## config.mk

```make
export PLATFORM = sky130hd
export DESIGN_NAME = ptw_engine
export DESIGN_NICKNAME = d
export VERILOG_FILES = /design/src/rtl/ptw_pkg.sv /design/src/rtl/ptw_classify.sv /design/src/rtl/ptw_index.sv /design/src/rtl/ptw_pte_decode.sv /design/src/rtl/ptw_engine.sv
export SDC_FILE = /design/constraint.sdc
export NUM_CORES = 1
export LEC_CHECK = 0
export ABC_AREA = 1
export BUFFER_PORTS_ARGS = -buffer_cell sky130_fd_sc_hd__buf_2
export CORE_ASPECT_RATIO = 0.5
export CORE_MARGIN = 2
export CORE_UTILIZATION = 43
export DETAILED_ROUTE_END_ITERATION = 8
export PLACE_DENSITY = 0.88
export RECOVER_POWER = 25
export SLEW_MARGIN = 10
export SYNTH_ARGS = -nofsm -noshare
export SYNTH_HDL_FRONTEND = slang
export SYNTH_SLANG_ARGS = --single-unit
```

## constraint.sdc

```tcl
create_clock -name clk -period 1.5 [get_ports clk]
set_input_delay 0.225 -clock clk [delete_from_list [all_inputs] [get_ports clk]]
set_output_delay 0.225 -clock clk [all_outputs]
set_load 0.02 [all_outputs]
```

## src/rtl/ptw_pkg.sv

```systemverilog
package ptw_pkg;

    typedef enum logic [1:0] {
        ST_IDLE,
        ST_REQ,
        ST_WAIT,
        ST_DONE
    } walk_state_e;

    typedef enum logic [1:0] {
        SEG_USER_CODE  = 2'd0,
        SEG_USER_STACK = 2'd1,
        SEG_KERNEL     = 2'd2
    } seg_e;

    localparam logic [2:0] FLT_NONE    = 3'd0;
    localparam logic [2:0] FLT_ADDR    = 3'd1;
    localparam logic [2:0] FLT_PAGE_L1 = 3'd2;

    localparam logic [3:0] PERM_KERNEL_DIRECT = 4'b0011;

endpackage

```

## src/rtl/ptw_classify.sv

```systemverilog
module ptw_classify
    import ptw_pkg::*;
#(
    parameter int VA_W    = 64,
    parameter int VA_IMPL = 43
) (
    input  logic [VA_W-VA_IMPL-1:0] upper_bits,
    output seg_e                    seg,
    output logic                    canon_fault
);
    // upper_bits holds vaddr[VA_W-1:VA_IMPL]; its top two bits pick the region
    localparam int HI_W = VA_W - VA_IMPL;

    always_comb begin
        canon_fault = 1'b0;
        if (upper_bits[HI_W-1 -: 2] == 2'b10) begin
            seg = SEG_KERNEL;
        end else if (upper_bits[HI_W-1]) begin
            seg         = SEG_USER_STACK;
            canon_fault = ~&upper_bits;
        end else begin
            seg         = SEG_USER_CODE;
            canon_fault = |upper_bits;
        end
    end

endmodule

```

## src/rtl/ptw_index.sv

```systemverilog
module ptw_index #(
    parameter int IDX_W  = 10,
    parameter int LEVELS = 3,
    parameter int LVL_W  = 2
) (
    input  logic [IDX_W*LEVELS-1:0] vpn,
    input  logic [LVL_W-1:0]        level,
    output logic [IDX_W-1:0]        idx
);
    // level 0 uses the most significant index field
    logic [IDX_W-1:0] idx_tbl [LEVELS];

    for (genvar l = 0; l < LEVELS; l++) begin : g_lvl
        assign idx_tbl[l] = vpn[IDX_W*(LEVELS-1-l) +: IDX_W];
    end

    always_comb begin
        idx = '0;
        for (int l = 0; l < LEVELS; l++) begin
            if (level == LVL_W'(l)) idx = idx_tbl[l];
        end
    end

endmodule

```

## src/rtl/ptw_pte_decode.sv

```systemverilog
module ptw_pte_decode #(
    parameter int PTE_W   = 64,
    parameter int PPN_W   = 21,
    parameter int PFN_LSB = 32
) (
    input  logic [PTE_W-1:0] pte,
    output logic             valid,
    output logic [3:0]       perm,
    output logic [PPN_W-1:0] pfn
);
    assign valid = pte[0];
    assign perm  = pte[4:1];
    assign pfn   = pte[PFN_LSB +: PPN_W];

endmodule

```

## src/rtl/ptw_engine.sv

```systemverilog
module ptw_engine
    import ptw_pkg::*;
#(
    parameter int VA_W    = 64,
    parameter int VA_IMPL = 43,
    parameter int OFF_W   = 13,
    parameter int IDX_W   = 10,
    parameter int LEVELS  = 3,
    parameter int PPN_W   = 21,
    parameter int PTE_W   = 64,
    parameter int PFN_LSB = 32
) (
    input  logic                   clk,
    input  logic                   rst_n,
    input  logic                   req_valid,
    output logic                   req_ready,
    input  logic [VA_W-1:0]        req_vaddr,
    input  logic [PPN_W-1:0]       base_ppn,
    output logic                   mem_req_valid,
    input  logic                   mem_req_ready,
    output logic [PPN_W+OFF_W-1:0] mem_req_addr,
    input  logic                   mem_rsp_valid,
    input  logic [PTE_W-1:0]       mem_rsp_data,
    output logic                   rsp_valid,
    output logic [1:0]             rsp_seg,
    output logic [2:0]             rsp_fault,
    output logic [PPN_W-1:0]       rsp_ppn,
    output logic [3:0]             rsp_perm
);
    localparam int PA_W     = PPN_W + OFF_W;
    localparam int ENTRY_SH = OFF_W - IDX_W;       // one table per page
    localparam int VPN_W    = VA_IMPL - OFF_W;
    localparam int LVL_W    = $clog2(LEVELS);
    localparam int CNT_W    = $clog2(LEVELS + 1) + 1;

    typedef struct packed {
        walk_state_e      state;
        logic [LVL_W-1:0] level;
        logic [VPN_W-1:0] vpn;
        seg_e             seg;
        logic [PPN_W-1:0] table_ppn;
        logic [PPN_W-1:0] res_ppn;
        logic [3:0]       res_perm;
        logic [2:0]       fault;
    } walk_reg_t;

    walk_reg_t walk_d, walk_q;

    seg_e             cls_seg;
    logic             cls_canon_fault;
    logic [IDX_W-1:0] cur_idx;
    logic             pte_valid;
    logic [3:0]       pte_perm;
    logic [PPN_W-1:0] pte_pfn;

    ptw_classify #(.VA_W(VA_W), .VA_IMPL(VA_IMPL)) u_classify (
        .upper_bits (req_vaddr[VA_W-1:VA_IMPL]),
        .seg        (cls_seg),
        .canon_fault(cls_canon_fault)
    );

    ptw_index #(.IDX_W(IDX_W), .LEVELS(LEVELS), .LVL_W(LVL_W)) u_index (
        .vpn  (walk_q.vpn),
        .level(walk_q.level),
        .idx  (cur_idx)
    );

    ptw_pte_decode #(.PTE_W(PTE_W), .PPN_W(PPN_W), .PFN_LSB(PFN_LSB)) u_decode (
        .pte  (mem_rsp_data),
        .valid(pte_valid),
        .perm (pte_perm),
        .pfn  (pte_pfn)
    );

    always_comb begin
        walk_d = walk_q;
        unique case (walk_q.state)
            ST_IDLE: begin
                if (req_valid) begin
                    walk_d.vpn       = req_vaddr[VA_IMPL-1:OFF_W];
                    walk_d.seg       = cls_seg;
                    walk_d.level     = '0;
                    walk_d.table_ppn = base_ppn;
                    walk_d.res_ppn   = '0;
                    walk_d.res_perm  = '0;
                    walk_d.fault     = FLT_NONE;
                    if (cls_seg == SEG_KERNEL) begin
                        walk_d.res_ppn  = req_vaddr[PA_W-1:OFF_W];
                        walk_d.res_perm = PERM_KERNEL_DIRECT;
                        walk_d.state    = ST_DONE;
                    end else if (cls_canon_fault) begin
                        walk_d.fault = FLT_ADDR;
                        walk_d.state = ST_DONE;
                    end else begin
                        walk_d.state = ST_REQ;
                    end
                end
            end
            ST_REQ: begin
                if (mem_req_ready) walk_d.state = ST_WAIT;
            end
            ST_WAIT: begin
                if (mem_rsp_valid) begin
                    if (!pte_valid) begin
                        walk_d.fault = FLT_PAGE_L1 + 3'(walk_q.level);
                        walk_d.state = ST_DONE;
                    end else if (walk_q.level == LVL_W'(LEVELS - 1)) begin
                        walk_d.res_ppn  = pte_pfn;
                        walk_d.res_perm = pte_perm;
                        walk_d.state    = ST_DONE;
                    end else begin
                        walk_d.table_ppn = pte_pfn;
                        walk_d.level     = walk_q.level + 1'b1;
                        walk_d.state     = ST_REQ;
                    end
                end
            end
            ST_DONE: walk_d.state = ST_IDLE;
            default: walk_d.state = ST_IDLE;
        endcase
    end

    always_ff @(posedge clk or negedge rst_n) begin
        if (!rst_n) begin
            walk_q       <= '0;
            walk_q.state <= ST_IDLE;
            walk_q.seg   <= SEG_USER_CODE;
        end else begin
            walk_q <= walk_d;
        end
    end

    assign req_ready     = (walk_q.state == ST_IDLE);
    assign mem_req_valid = (walk_q.state == ST_REQ);
    assign mem_req_addr  = {walk_q.table_ppn, cur_idx, ENTRY_SH'(0)};
    assign rsp_valid     = (walk_q.state == ST_DONE);
    assign rsp_seg       = walk_q.seg;
    assign rsp_fault     = walk_q.fault;
    assign rsp_ppn       = walk_q.res_ppn;
    assign rsp_perm      = walk_q.res_perm;

    // checking state: reads issued in the current walk and reads in flight
    logic [CNT_W-1:0] walk_reads_q;
    logic             outstanding_q;

    always_ff @(posedge clk or negedge rst_n) begin
        if (!rst_n) begin
            walk_reads_q  <= '0;
            outstanding_q <= 1'b0;
        end else begin
            if (req_valid && req_ready) walk_reads_q <= '0;
            else if (mem_req_valid && mem_req_ready) walk_reads_q <= walk_reads_q + 1'b1;
            if (mem_req_valid && mem_req_ready) outstanding_q <= 1'b1;
            else if (mem_rsp_valid) outstanding_q <= 1'b0;
        end
    end

    assert_canon_no_read_R3: assert property (@(posedge clk) disable iff (!rst_n)
        (rsp_valid && rsp_fault == FLT_ADDR) |-> walk_reads_q == '0);

    assert_kernel_direct_R4: assert property (@(posedge clk) disable iff (!rst_n)
        (rsp_valid && rsp_seg == SEG_KERNEL) |->
            (walk_reads_q == '0 && rsp_fault == FLT_NONE && rsp_perm == PERM_KERNEL_DIRECT));

    assert_entry_aligned_R5: assert property (@(posedge clk) disable iff (!rst_n)
        mem_req_valid |-> mem_req_addr[ENTRY_SH-1:0] == '0);

    assert_full_walk_depth_R6: assert property (@(posedge clk) disable iff (!rst_n)
        (rsp_valid && rsp_fault == FLT_NONE && rsp_seg != SEG_KERNEL) |->
            walk_reads_q == CNT_W'(LEVELS));

    assert_fault_level_R7: assert property (@(posedge clk) disable iff (!rst_n)
        (rsp_valid && rsp_fault >= FLT_PAGE_L1) |->
            walk_reads_q == CNT_W'(rsp_fault - FLT_PAGE_L1 + 3'd1));

    assert_single_read_R8: assert property (@(posedge clk) disable iff (!rst_n)
        mem_req_valid |-> !outstanding_q);

    assert_req_hold_R8: assert property (@(posedge clk) disable iff (!rst_n)
        (mem_req_valid && !mem_req_ready) |=> (mem_req_valid && $stable(mem_req_addr)));

    assert_rsp_pulse_R9: assert property (@(posedge clk) disable iff (!rst_n)
        rsp_valid |=> !rsp_valid);

    assert_busy_after_accept_R9: assert property (@(posedge clk) disable iff (!rst_n)
        (req_valid && req_ready) |=> !req_ready);

endmodule

```

## Yosys cells after proc, flatten, opt, wreduce, memory -nomap -nowiden

Index checks and enable logic that the tools add are counted.

- Add/sub/neg operators: 2
- Multiply operators: 0
- Div/mod/pow operators: 0
- Order comparisons: 0
- Eq/ne operators: 14
- Shifts and indexed selects: 0
- Multiplexer cells: 27
- Bitwise operators: 0
- Reductions and logical operators: 11

Operator list:

| cell | count |
|---|---|
| one-hot mux 49 bit (2 select lines) | 1 |
| 2-to-1 mux 85 bit | 1 |
| 2-to-1 mux 25 bit | 2 |
| 2-to-1 mux 49 bit | 1 |
| 2-to-1 mux 46 bit | 1 |
| 2-to-1 mux 10 bit | 3 |
| 2-to-1 mux 21 bit | 1 |
| AND reduction 21 bit | 1 |
| OR reduction 21 bit | 1 |
| 2-to-1 mux 2 bit | 8 |
| != test 2 bit (second input constant) | 6 |
| equality test 2 bit (second input constant) | 5 |
| AND reduction 5 bit | 2 |
| one-hot mux 2 bit (4 select lines) | 1 |
| 2-to-1 mux 1 bit | 5 |
| equality test 2 x 1 -> 1 bit (second input constant) | 2 |
| zero test 2 bit | 2 |
| 2-to-1 mux 4 bit | 1 |
| one-hot mux 2 bit (2 select lines) | 1 |
| AND reduction 4 bit | 1 |
| adder 2 x 2 -> 3 bit (first input constant) | 1 |
| 2-to-1 mux 3 bit | 1 |
| AND reduction 3 bit | 1 |
| adder 2 x 1 -> 2 bit (second input constant) | 1 |
| other kinds (4) | 4 |

- Bits in registers: 85
- Latch bits: 0
- Memory bits (writable): 0
- Memory bits (read-only): 0
- Output and inout port bits: 67
- Memories: 0

## Depth between registers and ports, before layout

- Word-level depth: 8
- Mapped depth: 12
- Mapped depth without buffers: 10

## Hierarchy

A second synthesis with hierarchy kept.

- Cells, all modules: 696
- Area total of the unflattened synthesis: 5183.7 um^2

By module, submodules not included:

| module | times used | cells each | area each (um^2) | sequential area each (um^2) |
|---|---|---|---|---|
| ptw_engine | 1 | 583 | 4586.9 | 2127.0 |
| ptw_index | 1 | 45 | 229.0 | 0.0 |
| ptw_pte_decode | 1 | 26 | 195.2 | 0.0 |
| ptw_classify | 1 | 42 | 172.7 | 0.0 |

## Least setup slack after synthesis

No wires, ideal clock.

- Kind: register to output
- Start point: register walk_q[81] in the netlist's numbering
- End point: output port mem_req_addr[5]
- Arrival time: 1343 ps
- Required time: 1275 ps
- Setup slack: -68 ps
- Cell stages (with the launch flop): 7
- Path buffers: 1
- Cells stage by stage: dfrtp_1 -> inv_1 -> ha_1 -> clkbuf_1 -> nand2_1 -> o211ai_1 -> o21a_1

- Longest elaborated chain between the ends: 4
- Elaborated cells on any way between the ends: 6

Ends and longest elaborated chain:

| what | line | text |
|---|---|---|
| start: declaration | ptw_engine.sv:47 | `walk_reg_t walk_d, walk_q;` |
| start signal: assignment | ptw_engine.sv:129 | `walk_q <= walk_d;` |
| zero test 2 bit | ptw_index.sv:20 | `if (level == LVL_W'(l)) idx = idx_tbl[l];` |
| 2-to-1 mux 10 bit (2 in series) | ptw_index.sv:20 |  |
| 2-to-1 mux 10 bit (*) | ptw_index.sv:20 |  |
| end: declaration | ptw_engine.sv:21 | `output logic [PPN_W+OFF_W-1:0] mem_req_addr,` |

Mark *: on every way between the ends. The rest lies on a longest branch, timed or not.

## Worst setup path in the final report

- Start point: register walk_q[81] in the netlist's numbering
- End point: output port mem_req_addr[11]

Same word-level chain as after synthesis.

==> flow_summary.ini <==
[die]
die_y_um = 77.9
row_count = 26
fp.dieW_um = 152
initial_core_util = 0.451
core_um2 = 10400
io_pins = 221
die-area_um2 = 11800

[clock_tree]
cts_tree = built
clock-sinks = 85
insertion_delay_ps = 350
clock_path_buffers = 2
cts_made_buffers = 9
path_clk_slew_ps = 70
root_buffer = clkbuf_16
htreeDepth = 3

[drt]
viasPerCell = 5.33
drc = 0
drt_iter0_drc = 376
first_pass_iters = 6
vias = 4756
routed_wl_mm = 15.2
ant_nets = 0
wl_per_cell_um = 17.0

[finish]
final_area_um2 = 6140
diodes = 0
finalNetCount = 905
fin_util = 0.590
drive_above_1_share = 0.344
synthToLayoutAreaGrowth_pct = 30.9
layout_commonest_cell = nand2_1
mostFrequentLayoutCells = 208 x nand2_1, 155 x buf_2, 83 x dfrtp_1

[critical_path]
criticalPathCategory = reg -> out
cp-end-kind = output pin
worstPathRequired_ps = 1270
r2r_setup_slack_ps = -140
startpoint_type = flop
arrival_ps = 1740
cp_max_fo = 5

[timing]
drv_slew = 0
hold_violations = 0
skew_ps = 12.5
fin_crit_sh = 1.31
setup_violations = 58
fmaxAchievable_mhz = 510
relSlewSlack = 0.498
fin_ws_ps = -463
rsz0062_at_grt = yes
tightest_slew_ps = 753
min_period_ps = 1960

[logic_synthesis]
syn_avg_cell_area_um2 = 7.74
synth-seq-cells = 85
syn_area_um2 = 4690
synth.top_cell.area_share = 0.453
yosys.area.top_type = dfrtp_1
synth_edf_count = 0
yosys_warnings = 0
synthFlopType = dfrtp_1
netlist_top_cells_area = dfrtp_1 45%, nand2_1 17%, buf_4 9.6%
seq_area_frac_synth = 0.453
synth_cell_types = 29
netlist_instances = 606
synthArstFlopShare = 1.00

[status]
violations = setup timing
status = finished with violations

[placed_design]
gp_congestion = 0.862
place_hpwl_mm = 9.64
portBuffers = 166
place_area_um2 = 5460

[power]
peakVddDrop_uv = 891
p_per_area_nw_per_um2 = 2450
leakage_nw = 3.25

[worst_hold_path]
hold_class = in -> reg

[global_routing]
grt_pass1_wl_mm = 21.9
grt_max_degree = 45
gr-total-overflow = 0
antenna_found_initial = 0
grt_usage = 0.242
grt_pass1_vias = 4288

[flow_run]
drv_cap = 0
layer usage:
layer,routed length (um),GRT usage,share of wire
met1,5770,0.299,0.38
met2,7220,0.402,0.48
met3,1400,0.0618,0.093
met4,772,0.103,0.051
met5,0,0,0
through the flow:
step                setup slack, ps  TNS [ps]  hold slack [ps]  power [mW]  cells
floorplan                     -11.4     -49.9            -70.6        9.33    608
global placement              -68.9      -816              174        10.6    860
detailed placement             -106     -2620              178        10.9    860
CTS                            -414     -6200             80.1        14.0    884
global route                   -531    -12790             97.5        15.8    893
finish                         -463     -8460             85.4        15.1    893
cell type report:
cell class	count	area (um^2)
clock inverters	4	70.1
well taps	140	175
multi-input cells	399	1910
flip-flops and latches	85	2130
fillers	818	4270
repair buffers	215	1450
inverters	38	153
clock buffers	12	256
worst max-delay path: stages (launching register included):
cell      delay [ps]
dfrtp_1          410
inv_2            110
ha_4             160
buf_6            120
nand2_2           50
o211ai_1         240
o21a_1           180
buf_6            120
worst paths after layout:
kind                                              start                      endpoint  cells past startpoint
max                              walk_q[81]$_DFFE_PN0P_              mem_req_addr[11]                      7
min                                       req_vaddr[34]        walk_q[72]$_DFFE_PN0P_                      3
max reg2reg                      walk_q[82]$_DFFE_PN0P_  mem_req_addr[28]$_DFFE_PN0P_                     11
min reg2reg                mem_req_addr[31]$_DFFE_PN0P_  mem_req_addr[31]$_DFFE_PN0P_                      2
max in group asynchronous                         rst_n        walk_q[78]$_DFFE_PN0P_                      3
min in group asynchronous                         rst_n       rsp_ppn[12]$_DFFE_PN0P_                      2
cell families (layout without fill, tap and decap cells):
family                     Yosys count  count (layout)  share of synthesized area
and+or+nand+nor                    276             276                      0.235
buffers and inverters              124             269                      0.155
AOI/OAI and AO/OA                  117             117                      0.148
DFF                                 85              85                      0.453
adders and majority gates            3               3                    0.00800
other                                1               3                   0.000799
state kept, by name, summed over array words and instances (netlist names):
name / count
walk_q: 34
rsp_ppn: 21
rsp_perm: 4
mem_req_addr: 21
rsp_seg: 2
rsp_fault: 3
power breakdown:
part	internal (mW)	total (mW)	switching, mW
Clock	1.55	2.46	0.917
Combinational	3.53	8.50	4.96
Sequential	3.38	4.09	0.710
Total	8.46	15.1	6.59
timing repair:
action | 4_1_cts | 5_1_grt
pin swaps | 3 | 6
hold buffers | 1 | 0
resized for setup | 34 | 19
setup endpoints to repair | 64 | 64
endpoints found under the hold margin | 25 | 0
buffers inserted | 5 | 6
cloned | 2 | 3
synthesized netlist by cell type, types with 2 or more instances:
library cell,n
buf_4,60
nand2_1,212
o21ai_0,48
buf_6,2
o21a_1,31
nor3_1,2
a31oi_1,2
inv_4,2
inv_1,34
buf_2,13
clkbuf_1,11
nand3_1,8
dfrtp_1,85
a21oi_1,24
inv_2,2
nor2_1,46
o211ai_1,10
ha_1,3
Power figures use the tool's default switching activity.
